**src/rtl/sar_pkg.sv**
```systemverilog
package sar_pkg;

    typedef enum logic [2:0] {
        ST_IDLE = 3'd0,
        ST_PWDN = 3'd1,
        ST_WAIT = 3'd2,
        ST_CAL  = 3'd3,
        ST_SAMP = 3'd4,
        ST_CONV = 3'd6
    } seq_state_e;

    // register byte offsets
    localparam int unsigned ADDR_CTRL  = 'h000;
    localparam int unsigned ADDR_STAT  = 'h004;
    localparam int unsigned ADDR_FLAG  = 'h010;
    localparam int unsigned ADDR_FEN   = 'h020;
    localparam int unsigned ADDR_CHIEN = 'h024;
    localparam int unsigned ADDR_CHSEL = 'h0A4;
    localparam int unsigned ADDR_DATA  = 'h100;

    // control word bit positions
    localparam int CB_PWDN   = 0;
    localparam int CB_CLKSEL = 8;
    localparam int CB_CAL    = 14;
    localparam int CB_START  = 24;
    localparam int CB_CONT   = 29;

    // status word bit positions
    localparam int SB_BUSY = 29;
    localparam int SB_FAIL = 30;

endpackage

```
**src/rtl/sar_chan_pick.sv**
```systemverilog
module sar_chan_pick #(
    parameter int NCH = 4,
    parameter int CHW = 2
) (
    input  logic [NCH-1:0] mask,
    input  logic [CHW-1:0] after,
    input  logic           from_first,
    output logic           found,
    output logic [CHW-1:0] pick
);

    logic [NCH-1:0] cand;

    for (genvar i = 0; i < NCH; i++) begin : g_cand
        assign cand[i] = mask[i] && (from_first || (int'(after) < i));
    end

    // lowest candidate wins: the descending walk lets lower indices overwrite
    always_comb begin
        found = 1'b0;
        pick  = '0;
        for (int i = NCH - 1; i >= 0; i--) begin
            if (cand[i]) begin
                found = 1'b1;
                pick  = CHW'(i);
            end
        end
    end

endmodule

```
**src/rtl/sar_seq_fsm.sv**
```systemverilog
module sar_seq_fsm
    import sar_pkg::*;
#(
    parameter int NCH      = 4,
    parameter int SAMP_CYC = 4,
    parameter int CONV_CYC = 12,
    parameter int CAL_CYC  = 64
) (
    input  logic                           clk,
    input  logic                           rst_n,
    input  logic                           pwdn_req,
    input  logic                           cal_req,
    input  logic                           start_req,
    input  logic                           cont_mode,
    input  logic [NCH-1:0]                 chan_mask,
    input  logic                           cal_ok,
    output seq_state_e                     state,
    output logic [(NCH>1?$clog2(NCH):1)-1:0] cur_ch,
    output logic                           cal_fail,
    output logic                           conv_done,
    output logic                           chain_end,
    output logic                           cal_done,
    output logic                           start_clr
);

    localparam int CHW  = (NCH > 1) ? $clog2(NCH) : 1;
    localparam int M1   = (SAMP_CYC > CONV_CYC) ? SAMP_CYC : CONV_CYC;
    localparam int MAXC = (M1 > CAL_CYC) ? M1 : CAL_CYC;
    localparam int CNTW = (MAXC > 1) ? $clog2(MAXC) : 1;

    typedef struct packed {
        seq_state_e      st;
        logic [CNTW-1:0] cnt;
        logic [CHW-1:0]  ch;
        logic            fail;
    } fsm_t;

    fsm_t fsm_d, fsm_q;

    logic           first_found, next_found;
    logic [CHW-1:0] first_pick, next_pick;

    sar_chan_pick #(.NCH(NCH), .CHW(CHW)) u_pick_first (
        .mask(chan_mask), .after(fsm_q.ch), .from_first(1'b1),
        .found(first_found), .pick(first_pick)
    );

    sar_chan_pick #(.NCH(NCH), .CHW(CHW)) u_pick_next (
        .mask(chan_mask), .after(fsm_q.ch), .from_first(1'b0),
        .found(next_found), .pick(next_pick)
    );

    always_comb begin
        fsm_d     = fsm_q;
        conv_done = 1'b0;
        chain_end = 1'b0;
        cal_done  = 1'b0;
        start_clr = 1'b0;
        if (pwdn_req) begin
            fsm_d.st  = ST_PWDN;
            fsm_d.cnt = '0;
        end else begin
            unique case (fsm_q.st)
                ST_PWDN: begin
                    fsm_d.st  = ST_IDLE;
                    fsm_d.cnt = '0;
                end
                ST_IDLE: begin
                    if (cal_req) begin
                        fsm_d.st  = ST_CAL;
                        fsm_d.cnt = '0;
                    end else if (start_req) begin
                        if (first_found) begin
                            fsm_d.st  = ST_SAMP;
                            fsm_d.ch  = first_pick;
                            fsm_d.cnt = '0;
                        end else begin
                            start_clr = 1'b1;
                        end
                    end
                end
                ST_CAL: begin
                    if (fsm_q.cnt == CNTW'(CAL_CYC - 1)) begin
                        fsm_d.st   = ST_IDLE;
                        fsm_d.cnt  = '0;
                        fsm_d.fail = ~cal_ok;
                        cal_done   = 1'b1;
                    end else begin
                        fsm_d.cnt = fsm_q.cnt + 1'b1;
                    end
                end
                ST_SAMP: begin
                    if (fsm_q.cnt == CNTW'(SAMP_CYC - 1)) begin
                        fsm_d.st  = ST_CONV;
                        fsm_d.cnt = '0;
                    end else begin
                        fsm_d.cnt = fsm_q.cnt + 1'b1;
                    end
                end
                ST_CONV: begin
                    if (fsm_q.cnt == CNTW'(CONV_CYC - 1)) begin
                        conv_done = 1'b1;
                        fsm_d.cnt = '0;
                        if (next_found) begin
                            fsm_d.st = ST_SAMP;
                            fsm_d.ch = next_pick;
                        end else begin
                            chain_end = 1'b1;
                            if (cont_mode && start_req) begin
                                fsm_d.st = ST_WAIT;
                            end else begin
                                fsm_d.st  = ST_IDLE;
                                start_clr = 1'b1;
                            end
                        end
                    end else begin
                        fsm_d.cnt = fsm_q.cnt + 1'b1;
                    end
                end
                ST_WAIT: begin
                    if (start_req && first_found) begin
                        fsm_d.st  = ST_SAMP;
                        fsm_d.ch  = first_pick;
                        fsm_d.cnt = '0;
                    end else begin
                        fsm_d.st  = ST_IDLE;
                        start_clr = 1'b1;
                    end
                end
                default: fsm_d.st = ST_IDLE;
            endcase
        end
    end

    always_ff @(posedge clk or negedge rst_n) begin
        if (!rst_n) begin
            fsm_q <= '{st: ST_PWDN, cnt: '0, ch: '0, fail: 1'b0};
        end else begin
            fsm_q <= fsm_d;
        end
    end

    assign state    = fsm_q.st;
    assign cur_ch   = fsm_q.ch;
    assign cal_fail = fsm_q.fail;

endmodule

```
**src/rtl/sar_seq_ctrl.sv**
```systemverilog
module sar_seq_ctrl
    import sar_pkg::*;
#(
    parameter int NCH      = 4,
    parameter int DW       = 12,
    parameter int AW       = 12,
    parameter int SAMP_CYC = 4,
    parameter int CONV_CYC = 12,
    parameter int CAL_CYC  = 64
) (
    input  logic          clk,
    input  logic          rst_n,
    input  logic [AW-1:0] bus_addr,
    input  logic          bus_we,
    input  logic [31:0]   bus_wdata,
    output logic [31:0]   bus_rdata,
    input  logic [DW-1:0] smp_data,
    input  logic          cal_ok,
    output logic          irq
);

    localparam int CHW = (NCH > 1) ? $clog2(NCH) : 1;

    typedef struct packed {
        logic                    pwdn;
        logic                    clksel;
        logic                    cal;
        logic                    start;
        logic                    cont;
        logic [NCH-1:0]          chsel;
        logic [NCH-1:0]          chien;
        logic [1:0]              fen;
        logic [1:0]              flag;
        logic [NCH-1:0][DW-1:0]  data;
    } regs_t;

    regs_t r_d, r_q;

    seq_state_e     seq_st;
    logic [CHW-1:0] cur_ch;
    logic           cal_fail, conv_done, chain_end, cal_done, start_clr;

    // plain copies for the bound checker
    logic [2:0] st_code;
    logic       pwdn_bit, clksel_bit, cal_bit, start_bit, cal_busy;

    sar_seq_fsm #(
        .NCH(NCH), .SAMP_CYC(SAMP_CYC), .CONV_CYC(CONV_CYC), .CAL_CYC(CAL_CYC)
    ) u_fsm (
        .clk(clk), .rst_n(rst_n),
        .pwdn_req(r_q.pwdn), .cal_req(r_q.cal), .start_req(r_q.start),
        .cont_mode(r_q.cont), .chan_mask(r_q.chsel), .cal_ok(cal_ok),
        .state(seq_st), .cur_ch(cur_ch), .cal_fail(cal_fail),
        .conv_done(conv_done), .chain_end(chain_end),
        .cal_done(cal_done), .start_clr(start_clr)
    );

    logic powered_down;
    logic wr_ctrl, wr_flag, wr_fen, wr_chien, wr_chsel;

    assign powered_down = (seq_st == ST_PWDN);
    assign wr_ctrl  = bus_we && (bus_addr == AW'(ADDR_CTRL));
    assign wr_flag  = bus_we && (bus_addr == AW'(ADDR_FLAG));
    assign wr_fen   = bus_we && (bus_addr == AW'(ADDR_FEN));
    assign wr_chien = bus_we && (bus_addr == AW'(ADDR_CHIEN));
    assign wr_chsel = bus_we && (bus_addr == AW'(ADDR_CHSEL));

    always_comb begin
        r_d = r_q;
        // sequencer completions retire their requests
        if (cal_done)  r_d.cal   = 1'b0;
        if (start_clr) r_d.start = 1'b0;
        if (wr_ctrl) begin
            r_d.pwdn  = bus_wdata[CB_PWDN];
            r_d.cal   = bus_wdata[CB_CAL];
            r_d.start = bus_wdata[CB_START];
            r_d.cont  = bus_wdata[CB_CONT];
            if (powered_down) r_d.clksel = bus_wdata[CB_CLKSEL];
        end
        // no requests survive while the converter is off
        if (r_q.pwdn || r_d.pwdn || powered_down) begin
            r_d.cal   = 1'b0;
            r_d.start = 1'b0;
        end
        if (wr_fen)   r_d.fen   = bus_wdata[1:0];
        if (wr_chien) r_d.chien = bus_wdata[NCH-1:0];
        if (wr_chsel) r_d.chsel = bus_wdata[NCH-1:0];
        if (wr_flag)  r_d.flag  = r_q.flag & ~bus_wdata[1:0];
        if (conv_done) begin
            r_d.data[cur_ch] = smp_data;
            if (r_q.chien[cur_ch]) r_d.flag[1] = 1'b1;
        end
        if (chain_end) r_d.flag[0] = 1'b1;
    end

    always_ff @(posedge clk or negedge rst_n) begin
        if (!rst_n) begin
            r_q      <= '0;
            r_q.pwdn <= 1'b1;
        end else begin
            r_q <= r_d;
        end
    end

    always_comb begin
        bus_rdata = '0;
        if (bus_addr == AW'(ADDR_CTRL)) begin
            bus_rdata[CB_PWDN]   = r_q.pwdn;
            bus_rdata[CB_CLKSEL] = r_q.clksel;
            bus_rdata[CB_CAL]    = r_q.cal;
            bus_rdata[CB_START]  = r_q.start;
            bus_rdata[CB_CONT]   = r_q.cont;
        end else if (bus_addr == AW'(ADDR_STAT)) begin
            bus_rdata[2:0]     = seq_st;
            bus_rdata[SB_BUSY] = (seq_st == ST_CAL);
            bus_rdata[SB_FAIL] = cal_fail;
        end else if (bus_addr == AW'(ADDR_FLAG)) begin
            bus_rdata[1:0] = r_q.flag;
        end else if (bus_addr == AW'(ADDR_FEN)) begin
            bus_rdata[1:0] = r_q.fen;
        end else if (bus_addr == AW'(ADDR_CHIEN)) begin
            bus_rdata[NCH-1:0] = r_q.chien;
        end else if (bus_addr == AW'(ADDR_CHSEL)) begin
            bus_rdata[NCH-1:0] = r_q.chsel;
        end else begin
            for (int i = 0; i < NCH; i++) begin
                if (bus_addr == AW'(ADDR_DATA + 4 * i)) bus_rdata[DW-1:0] = r_q.data[i];
            end
        end
    end

    assign irq        = |(r_q.flag & r_q.fen);
    assign st_code    = seq_st;
    assign pwdn_bit   = r_q.pwdn;
    assign clksel_bit = r_q.clksel;
    assign cal_bit    = r_q.cal;
    assign start_bit  = r_q.start;
    assign cal_busy   = (seq_st == ST_CAL);

endmodule

```
**config.mk**
```make
export PLATFORM = sky130hd
export DESIGN_NAME = sar_seq_ctrl
export DESIGN_NICKNAME = d
export VERILOG_FILES = /design/src/rtl/sar_pkg.sv /design/src/rtl/sar_chan_pick.sv /design/src/rtl/sar_seq_fsm.sv /design/src/rtl/sar_seq_ctrl.sv
export SDC_FILE = /design/constraint.sdc
export NUM_CORES = 1
export LEC_CHECK = 0
export BUFFER_PORTS_ARGS = -buffer_cell sky130_fd_sc_hd__buf_2
export CAP_MARGIN = 20
export CORE_MARGIN = 2
export CORE_UTILIZATION = 35
export CTS_CLUSTER_DIAMETER = 80
export CTS_CLUSTER_SIZE = 8
export DETAILED_ROUTE_END_ITERATION = 7
export SLEW_MARGIN = 20
export SYNTH_ARGS = -nofsm -noshare
export SYNTH_HDL_FRONTEND = slang
export SYNTH_SLANG_ARGS = --single-unit
```
**constraint.sdc**
```tcl
create_clock -name clk -period 3.1 [get_ports clk]
set_clock_uncertainty 0.15 [all_clocks]
set_input_delay 0.31 -clock clk [delete_from_list [all_inputs] [get_ports clk]]
set_output_delay 0.31 -clock clk [all_outputs]
set_load 0.005 [all_outputs]
```
-- Word level (Yosys, flattened, before mapping)
Index checks and enable logic that the tools add are counted.
- word-level logic and storage cells: 180
- output and inout bits: 33
- input bits: 60
- bits in registers: 77
- equal/unequal tests: 29
- reduce and logical (&&, ||, !) cells: 26
- add/sub/neg operators: 1
- $lt $le $gt $ge: 5
- bitwise logic cells: 5
- mux-type cells: 96
- operators with widths (cell ; number):
    $mux W12 ; 11
    $bwmux W48 ; 1
    $eq A12 B9 Y1 const B ; 4
    $mux W1 ; 38
    $pmux W6 S6 ; 1
    $mux W2 ; 16
    $mux W9 ; 3
    $demux W12 S2 ; 1
    $eq A12 B6 Y1 const B ; 2
    $mux W8 ; 3
    $mux W11 ; 2
    $mux W3 ; 7
    $mux W10 ; 2
    $mux W6 ; 3
    $pmux W3 S5 ; 1
    $eq A12 B3 Y1 const B ; 1
    $eq A12 B5 Y1 const B ; 1
    $eq A12 B8 Y1 const B ; 1
    $logic_not A12 Y1 ; 1
    $ne A3 B2 Y1 const B ; 4
    $logic_and A1 B1 Y1 ; 11
    $reduce_bool A3 Y1 ; 3
    $mux W4 ; 2
    $ne A2 B1 Y1 const B ; 4
    32 further kinds ; 39

-- Longest topological paths before layout
Gate-level depths: netlist of the first run.
- depth in word-level cells: 17
- mapped depth: 8

-- Cells and area by module
From an unflattened synthesis of the first run, not the netlist that was laid out.
- cell total of the unflattened synthesis: 423
- area, all modules: 4581.9 um^2
- modules (own cells, without submodules) (module ; area an instance (um^2) ; cells each ; instances):
    sar_seq_ctrl ; 3509.6 ; 297 ; 1
    sar_seq_fsm ; 897.1 ; 96 ; 1
    sar_chan_pick ; 87.6 ; 15 ; 2

-- Least setup slack after synthesis of the first run
Ideal clock, no wire load.
- path type: reg-to-reg
- start: reg u_fsm.fsm_q[3] (netlist name)
- end: reg r_q[26] (netlist name)
- buffers on the path: 2
- library setup time: 125 ps
- arrival time: 2129 ps
- period minus slack after synthesis: 2404 ps
- path slack: 696 ps
- stages on the path, launching flop included: 9
- cells stage by stage: dfrtp_1 ha_1 nor4b_2 nand2_1 or3b_1 buf_6 nor3b_4 buf_12 mux2_4
- cells in the longest elaborated chain, start to end: 4
- ends and longest elaborated chain (what ; RTL line ; RTL):
    from (decl) ; sar_seq_fsm.sv:38 ; fsm_t fsm_d, fsm_q;
    from (signal assigned) ; sar_seq_fsm.sv:137 ; fsm_q <= '{st: ST_PWDN, cnt: '0, ch: '0, fail: 1'b0};
    from (signal assigned) ; sar_seq_fsm.sv:139 ; fsm_q <= fsm_d;
    $eq A6 B4 Y1 ; sar_seq_fsm.sv:101 ; if (fsm_q.cnt == CNTW'(CONV_CYC - 1)) begin
    $mux W1 ; sar_seq_fsm.sv:101 ;
    $mux W1 ; sar_seq_fsm.sv:63 ; unique case (fsm_q.st)
    $mux W1 ; sar_seq_fsm.sv:59 ; if (pwdn_req) begin
    to (signal assigned) ; sar_seq_ctrl.sv:101 ; r_q <= r_d;
    to (decl) ; sar_seq_ctrl.sv:37 ; regs_t r_d, r_q;
Every way passes these cells.
A chain may end at the register's enable or synchronous reset.

-- Worst setup path after layout of the first run
- start: reg u_fsm.fsm_q[3] (netlist name)
- end: reg r_q[24] (netlist name)
Same word-level chain as after synthesis.

==> flow_summary.ini, run 1 <==
[outcome]
status = finished, violations left
violations = negative hold slack

[timing]
post-route-period-util_pct = 89.0
period_needed_ps = 2760
setup_tns_ps = 0
relSlewSlack_pct = 34.5
rsz0062_at_grt = no
drv_slew = 0
hold_viol_final = 15
fmax_mhz = 363
tightest_slew_ps = 982
setup_viol = 0
holdWs_ps = -14.8

[global_routing]
grt_overflow = 0
antenna_found_initial = 0
grt_pass1_wl_mm = 17.9
track_usage_pct = 17.2
grt_max_degree = 78
grt_pass1_vias = 3325

[worst_setup_path]
r2r-start = u_fsm.fsm_q[3]
required_ps = 3170
cp_max_fo = 12
critPathTopFamily = simple AND/OR/NAND/NOR gates
crit_end = r_q[24]
cp.depth = 7
worst_path_largest_cell_delay_ps = 580
r2r_end = r_q[24]
worstPathBufferInverterCount = 1
slowest_stage = or3b_1
startpoint = u_fsm.fsm_q[3]
end_kind = register
cp-start-kind = register
rrSetupSlack_ps = 340
crit_type = reg -> reg
worst_r2r_path_depth = 7
cp.arrival_ps = 2830
path_cells = ha_1 -> nor4b_2 -> nand2_1 -> or3b_1 -> nor3b_4 -> buf_12 -> mux2_2

[placement]
finalWeightedCongestion = 0.866
io_buffers = 52
dp_cells = 627
hpwl_mm = 7.64

[yosys]
ys.warnings.count = 0
netlist-cell-type-count = 70
synthArstFlopShare_pct = 100
ys_seq_area_share_pct = 43.3
synth_top_family_by_area = multiplexers
synth_compound_area_share_pct = 13.1
synthTopCellsByCount = dfrtp_1 (75), mux2_2 (41), nand2_1 (34)
synth_most_common_cell = dfrtp_1
synth-simple-area-share_pct = 16.7
syn_area_um2 = 4460
synth_edf_count = 0
synthCells = 410
muxShareOfSynthArea_pct = 20.6
avgSynthCellArea_um2 = 10.9
synth_top_cell_by_area = dfrtp_1
ys.flop_type = dfrtp_1
ys_ff_latch = 77
synth-xor-area-share_pct = 0.196
synth_fa_ha_area_share_pct = 0.281
post-synth-top-area-fraction_pct = 42.1
synth_area_leaders = dfrtp_1 (42%), mux2_2 (10%), mux2_4 (3.4%)

[cts]
cts_buffers = 9
cts_max_level = 3
cts_sinks = 77
clk_pin_slew_ps = 60
ctsLongestPathBuffers = 2
clk_latency_ps = 340
cts_setup_buffers = 0
root_buffer = clkbuf_16
cts-resized-gates = 0
cts_tree = yes
hold_buffers = 0

[power_and_ir_drop]
p_per_area_nw_per_um2 = 526
vdd_drop_max_mv = 0.307
power.leakage_uw = 0.00240

[routing]
routed_wl_mm = 10.9
met2_length_mm = 5.16
dr.pass1.iters = 4
drtIter0Drc = 192
top_layer = met4
met3_length_um = 660
drcViolationCount = 0
vias_per_cell = 5.27
ant_nets = 0
drt-met1-wl_mm = 4.92
wl_per_cell_um = 16.9
vias = 3387

[floorplanning]
fp.dieW_um = 117
die-area_um2 = 13700
ios = 93
rows = 41
start_util_pct = 35.6
fp.dieH_um = 117
coreArea_um2 = 12500

[run]
maxCapViolations = 0

[finish]
final_util_pct = 41.5
fillers = 1234
fin_cells = 643
antennaDiodeCount = 0
drive_gt1_share_pct = 33.5
regArea_um2 = 1930
multi_input_area_um2 = 2330
syn_to_final_growth_pct = 16.4
nets = 527

[min_path]
hold_path.class = in -> async
per-stage QoR:
step	instance area, um2	total power, uW	worst slack (ps)
finish	5190	2730	342
global route	5190	2860	188
CTS	5190	2750	340
detailed placement	4870	1610	350
global placement	4870	1610	367
floorplan	4520	1470	696
worst register-to-register path, cell delays in order, from the launching register on:
cell,delay [ps]
dfrtp_1,370
ha_1,240
nor4b_2,310
nand2_1,150
or3b_1,580
nor3b_4,300
buf_12,190
mux2_2,340
power by group:
part | internal, uW | leakage, uW | switching (uW)
sequential | 1060 | 0.00104 | 54.2
combinational | 204 | 0.00121 | 283
clock | 708 | 0.000150 | 422
final cells by class:
cell class / instances / share of cell area, %
clock inverter: 5 / 1.64
clock buffer: 11 / 4.48
multi-input combinational: 305 / 44.8
sequential: 77 / 37.2
tap: 172 / 4.14
inverter: 8 / 0.578
timing repair buffer: 65 / 7.18
how the worst min path moves through the flow:
stage	from	endpoint	cells past startpoint
after floorplan	rst_n	cal_bit	0
after global placement	r_q[3]	r_q[3]	1
after detailed placement	r_q[15]	r_q[15]	1
after CTS	cal_ok	u_fsm.cal_fail	2
after global routing	cal_ok	u_fsm.cal_fail	2
final	rst_n	u_fsm.fsm_q[7]	1
registers in the layout, indices dropped and copies added (netlist names):
signal,count
cal_bit,1
start_bit,1
u_fsm.state,3
u_fsm.fsm_q,6
r_q,61
pwdn_bit,1
u_fsm.cal_fail,1
u_fsm.cur_ch,2
clksel_bit,1
routing by layer:
metal | up-vias | GRT usage [%]
li1 | 1597 | -
met1 | 1675 | 23.8
met2 | 107 | 27.2
met3 | 8 | 4.02
met4 | 0 | 4.78
met5 | - | 0
cells by family (layout without fill, tap and decap cells):
| group | Yosys count | in the layout |
|---|---|---|
| other | 1 | 16 |
| AO/OA/AOI/OAI | 91 | 91 |
| flip-flops | 77 | 77 |
| buffers and inverters | 43 | 89 |
| AND/OR/NAND/NOR | 123 | 123 |
| multiplexers | 73 | 73 |
| adder cells (fa/ha/maj) | 1 | 1 |
| XOR/XNOR | 1 | 1 |
cell usage in the layout (no fill, tap or decap), types with 3 or more instances in the layout:
| cell | count |
|---|---|
| dfrtp_1 | 75 |
| buf_2 | 51 |
| mux2_2 | 41 |
| nand2_1 | 34 |
| o21ai_0 | 27 |
| a21oi_1 | 18 |
| nor2_1 | 16 |
| conb_1 | 16 |
| buf_4 | 13 |
| nand3_1 | 10 |
| mux2_4 | 10 |
| a22oi_1 | 9 |
| and2_1 | 9 |
| clkbuf_16 | 9 |
| mux2i_1 | 8 |
| inv_1 | 8 |
| mux2_1 | 8 |
| a211oi_1 | 7 |
| or2_2 | 6 |
| mux4_2 | 6 |
| nor2b_1 | 5 |
| nor3_1 | 4 |
| a21o_1 | 4 |
| a22o_1 | 4 |
| or3_1 | 3 |
| nor4_1 | 3 |
| o22ai_1 | 3 |
| nor3b_1 | 3 |
No activity file was read; power rests on OpenSTA's default activity.
==> run 2, diff against run 1 <==
--- a/config.mk
+++ b/config.mk
@@ -9,6 +9,7 @@
 export CAP_MARGIN = 20
 export CORE_MARGIN = 2
 export CORE_UTILIZATION = 35
+export CTS_BUF_LIST = sky130_fd_sc_hd__clkbuf_2 sky130_fd_sc_hd__clkbuf_4 sky130_fd_sc_hd__clkbuf_8
 export CTS_CLUSTER_DIAMETER = 80
 export CTS_CLUSTER_SIZE = 8
 export DETAILED_ROUTE_END_ITERATION = 7
==> flow_summary.ini, run 2 (synthesis gave the netlist of run 1 again) <==
[timing]
setup_viol = 0
hold_viol_final = 0
tightest_slew_ps = 983
post-route-period-util_pct = 90.2
setup_tns_ps = 0
rsz0062_at_grt = no
drv_slew = 0
holdWs_ps = 43.4
period_needed_ps = 2800
fmax_mhz = 358
relSlewSlack_pct = 34.5

[outcome]
status = completed

[finish]
syn_to_final_growth_pct = 14.8
antennaDiodeCount = 0
layout_common_cells = dfrtp_1 (75), buf_2 (51), mux2_2 (41)
nets = 529
largest_register = r_q
drive_gt1_share_pct = 33.8
largest_reg_flops = 61
final_common_cell = dfrtp_1

[power_and_ir_drop]
seqPwrFrac_pct = 45.2
comb_power_share_pct = 20.0
switching_share_pct = 29.3
power.leakage_uw = 0.00237
p_per_area_nw_per_um2 = 479
power_uw = 2450
p_int_uw = 1740
switchingPower_uw = 718
pwr-share-clk_pct = 34.8
vdd_drop_max_mv = 0.264

[routing]
routed_wl_mm = 10.8
dr.pass1.iters = 4
vias_per_cell = 5.22
drtIter0Drc = 182
wl_per_cell_um = 16.8
vias = 3369
ant_nets = 0
drcViolationCount = 0

[global_routing]
grt_pass1_wl_mm = 17.8
track_usage_pct = 17.1
grt_pass1_vias = 3329
grt_max_degree = 78
grt_overflow = 0
antenna_found_initial = 0

[worst_setup_path]
worst_path_largest_cell_delay_ps = 600
worstPathBufferInverterCount = 1
crit_end = r_q[24]
r2r-start = u_fsm.fsm_q[3]
end_kind = register
cp.arrival_ps = 2890
r2r_end = r_q[24]
crit_type = reg -> reg
rrSetupSlack_ps = 300
cp-start-kind = register
path_cells = ha_1 -> nor4b_2 -> nand2_1 -> or3b_1 -> nor3b_4 -> buf_12 -> mux2_2
required_ps = 3190
slowest_stage = or3b_1
startpoint = u_fsm.fsm_q[3]
critPathTopFamily = simple AND/OR/NAND/NOR gates
cp.depth = 7
cp_max_fo = 12
worst_r2r_path_depth = 7

[floorplanning]
fp.dieW_um = 117
fp.dieH_um = 117
rows = 41
coreArea_um2 = 12500
die-area_um2 = 13700
start_util_pct = 35.6
ios = 93

[cts]
cts-resized-gates = 0
clk_latency_ps = 360
ctsLongestPathBuffers = 2
hold_buffers = 2
clk_pin_slew_ps = 90
cts_sinks = 77
cts_buffers = 9
cts_max_level = 3
cts_setup_buffers = 0
cts_tree = yes
root_buffer = clkbuf_8

[placement]
hpwl_mm = 7.64
finalWeightedCongestion = 0.866
io_buffers = 52

[run]
maxCapViolations = 0

[min_path]
hold_path.class = in -> reg
[run 2: changes by cell type in the layout (fill, tap and decap cells not counted), sizes merged]
cell and delta:
dlygate4sd3 +2
[run 2: metal layers]
layer	global-route usage (%)	wire length, um	vias up
li1	-	-	1593
met4	4.63	31	0
met5	0	0	-
met2	26.7	5150	120
met1	23.8	5000	1654
met3	4.27	645	2
[run 2: worst min path at each step]
stage / startpoint / endpoint / slack [ps] / cells after the start
after floorplan: rst_n / cal_bit / -140 / 0
final: bus_wdata[2] / r_q[54] / 40 / 2
after global routing: bus_wdata[3] / r_q[55] / 30 / 2
after detailed placement: r_q[15] / r_q[15] / 320 / 1
after CTS: bus_wdata[2] / r_q[54] / 30 / 2
after global placement: r_q[3] / r_q[3] / 310 / 1
[run 2: per-stage QoR]
step	std cells	utilization [%]	setup slack [ps]	instance area, um2
floorplan	425	-	696	4520
global placement	627	38.9	367	4870
detailed placement	627	38.9	350	4870
CTS	645	40.9	328	5120
global route	645	40.9	180	5120
finish	645	40.9	304	5120
[run 2: final cells by class]
class | count | area [um2]
tap | 172 | 215
clock buffer | 11 | 139
inverter | 8 | 30.0
clock inverter | 5 | 85.1
sequential | 77 | 1930
timing repair buffer | 67 | 393
fill | 1235 | 7400
multi-input combinational | 305 | 2330
[run 2: power by group through the flow]
| stage | clock [uW] | combinational, uW | sequential, uW |
|---|---|---|---|
| global route | 925 | 546 | 1120 |
| CTS | 884 | 488 | 1110 |
| global placement | 0 | 478 | 1130 |
| finish | 854 | 490 | 1110 |
| detailed placement | 0 | 482 | 1130 |
| floorplan | 0 | 355 | 1120 |
==> run 3, diff against run 2 <==
--- a/config.mk
+++ b/config.mk
@@ -7,6 +7,7 @@
 export LEC_CHECK = 0
 export BUFFER_PORTS_ARGS = -buffer_cell sky130_fd_sc_hd__buf_2
 export CAP_MARGIN = 20
+export CORE_ASPECT_RATIO = 0.6
 export CORE_MARGIN = 2
 export CORE_UTILIZATION = 35
 export CTS_BUF_LIST = sky130_fd_sc_hd__clkbuf_2 sky130_fd_sc_hd__clkbuf_4 sky130_fd_sc_hd__clkbuf_8
@@ -16,4 +17,5 @@
 export SLEW_MARGIN = 20
 export SYNTH_ARGS = -nofsm -noshare
 export SYNTH_HDL_FRONTEND = slang
+export SYNTH_HIERARCHICAL = 1
 export SYNTH_SLANG_ARGS = --single-unit
==> flow_summary.ini, run 3 <==
[floorplanning]
fp.dieW_um = 152
die-area_um2 = 14100
fp.dieH_um = 92.6
coreArea_um2 = 12800
ios = 93
start_util_pct = 35.8
rows = 32

[cts]
cts_max_level = 3
hold_buffers = 2
cts_sinks = 77
clk_latency_ps = 360
root_buffer = clkbuf_8
cts_tree = yes
ctsLongestPathBuffers = 2
cts_setup_buffers = 0
clk_pin_slew_ps = 90
cts-resized-gates = 0
cts_buffers = 9

[yosys]
synthTopCellsByCount = dfrtp_1 (75), mux2_2 (70), buf_4 (22)
ys_seq_area_share_pct = 42.1
synthCells = 423
ys.flop_type = dfrtp_1
synth_most_common_cell = dfrtp_1
ys.warnings.count = 6
synthArstFlopShare_pct = 100
post-synth-top-area-fraction_pct = 41.0
ys_ff_latch = 77
synth_area_leaders = dfrtp_1 (41%), mux2_2 (17%), buf_4 (3.6%)
synth_top_cell_by_area = dfrtp_1
avgSynthCellArea_um2 = 10.8
synth_edf_count = 0
syn_area_um2 = 4580
netlist-cell-type-count = 65

[min_path]
hold_path.class = in -> reg

[finish]
syn_to_final_growth_pct = 13.6
final_common_cell = dfrtp_1
largest_reg_flops = 61
multi_input_area_um2 = 2440
regArea_um2 = 1930
drive_gt1_share_pct = 35.4
layout_common_cells = dfrtp_1 (75), mux2_2 (70), buf_2 (51)
fillers = 1248
antennaDiodeCount = 0
largest_register = r_q
nets = 545

[power_and_ir_drop]
power.leakage_uw = 0.00235
p_per_area_nw_per_um2 = 502
vdd_drop_max_mv = 0.189

[placement]
finalWeightedCongestion = 0.808
io_buffers = 52
hpwl_mm = 8.46

[timing]
setup_tns_ps = 0
tightest_slew_ps = 978
fmax_mhz = 362
rsz0062_at_grt = no
setup_viol = 0
period_needed_ps = 2770
hold_viol_final = 0
holdWs_ps = 29.9
relSlewSlack_pct = 34.8
post-route-period-util_pct = 89.2
drv_slew = 0

[routing]
vias = 3519
routed_wl_mm = 11.4
dr.pass1.iters = 5
ant_nets = 0
wl_per_cell_um = 17.4
drtIter0Drc = 297
vias_per_cell = 5.34
drcViolationCount = 0

[worst_setup_path]
end_kind = output port
cp_max_fo = 14
crit_type = in -> out
cp-start-kind = input port
required_ps = 2640
cp.arrival_ps = 2310

[global_routing]
track_usage_pct = 17.5
grt_use_met2_pct = 23.6
grt_pass1_wl_mm = 18.9
grt-busiest-layer = met1
grt_overflow = 0
grt_max_degree = 78
grt_pass1_vias = 3497
antenna_found_initial = 1
grtUsageMet1_pct = 27.9
met3_usage_pct = 3.60

[outcome]
status = completed

[run]
maxCapViolations = 0
## run 3: stage by stage
stage	setup slack, ps	power, uW	instances	cell area, um2	utilization, %
after floorplan	556	1690	446	4670	-
after global placement	443	1800	641	4980	38.9
after detailed placement	381	1840	641	4980	38.9
after CTS	376	2630	659	5200	40.6
after global routing	245	2770	659	5200	40.6
final	334	2610	659	5200	40.6
## run 3: logic make-up (layout without fill, tap and decap cells)
| family | count (synthesis) | after routing | share of synthesized area, % |
|---|---|---|---|
| buffers and inverters | 50 | 93 | 6.58 |
| adders and majority gates | 1 | 1 | 0.273 |
| AOI/OAI and AO/OA | 86 | 86 | 13.7 |
| DFF | 77 | 77 | 42.1 |
| muxes | 78 | 78 | 19.5 |
| and+or+nand+nor | 128 | 128 | 17.6 |
| other | 3 | 26 | 0.246 |
## run 3: report_power, final
part	switching (uW)	internal (uW)
combinational	316	277
sequential	99.7	1130
clock	400	388
## run 3: worst max-delay path, cell delays in order
cell and delay (ps):
buf_2 200, or4b_2 690, nor4_2 430, a22o_1 230, a31oi_1 130, o21ai_1 180
buf_2 140
## run 3: final cells by class
| cell class | instances | area share, % |
|---|---|---|
| timing repair buffer | 67 | 7.31 |
| multi-input combinational | 319 | 46.9 |
| sequential | 77 | 37.1 |
| clock inverter | 6 | 1.35 |
| clock buffer | 10 | 2.52 |
| tap | 170 | 4.09 |
| inverter | 10 | 0.721 |
## run 3: worst paths after layout
kind | cells past startpoint | start | slack (ps) | to
min in group asynchronous | 2 | rst_n | 510 | r_q[10]
hold / removal | 2 | bus_wdata[29] | 30 | r_q[60]
hold reg to reg | 1 | r_q[26] | 360 | r_q[26]
setup / recovery | 7 | bus_addr[7] | 330 | bus_rdata[0]
max in group asynchronous | 2 | rst_n | 1640 | r_q[52]
setup reg to reg | 7 | u_fsm/fsm_q[3] | 400 | r_q[8]
## run 3: metal layers
| layer | up-vias | wire length (um) |
|---|---|---|
| met4 | 2 | 87 |
| met1 | 1758 | 6130 |
| met2 | 95 | 4680 |
| met3 | 9 | 536 |
| met5 | - | 13 |
| li1 | 1655 | - |
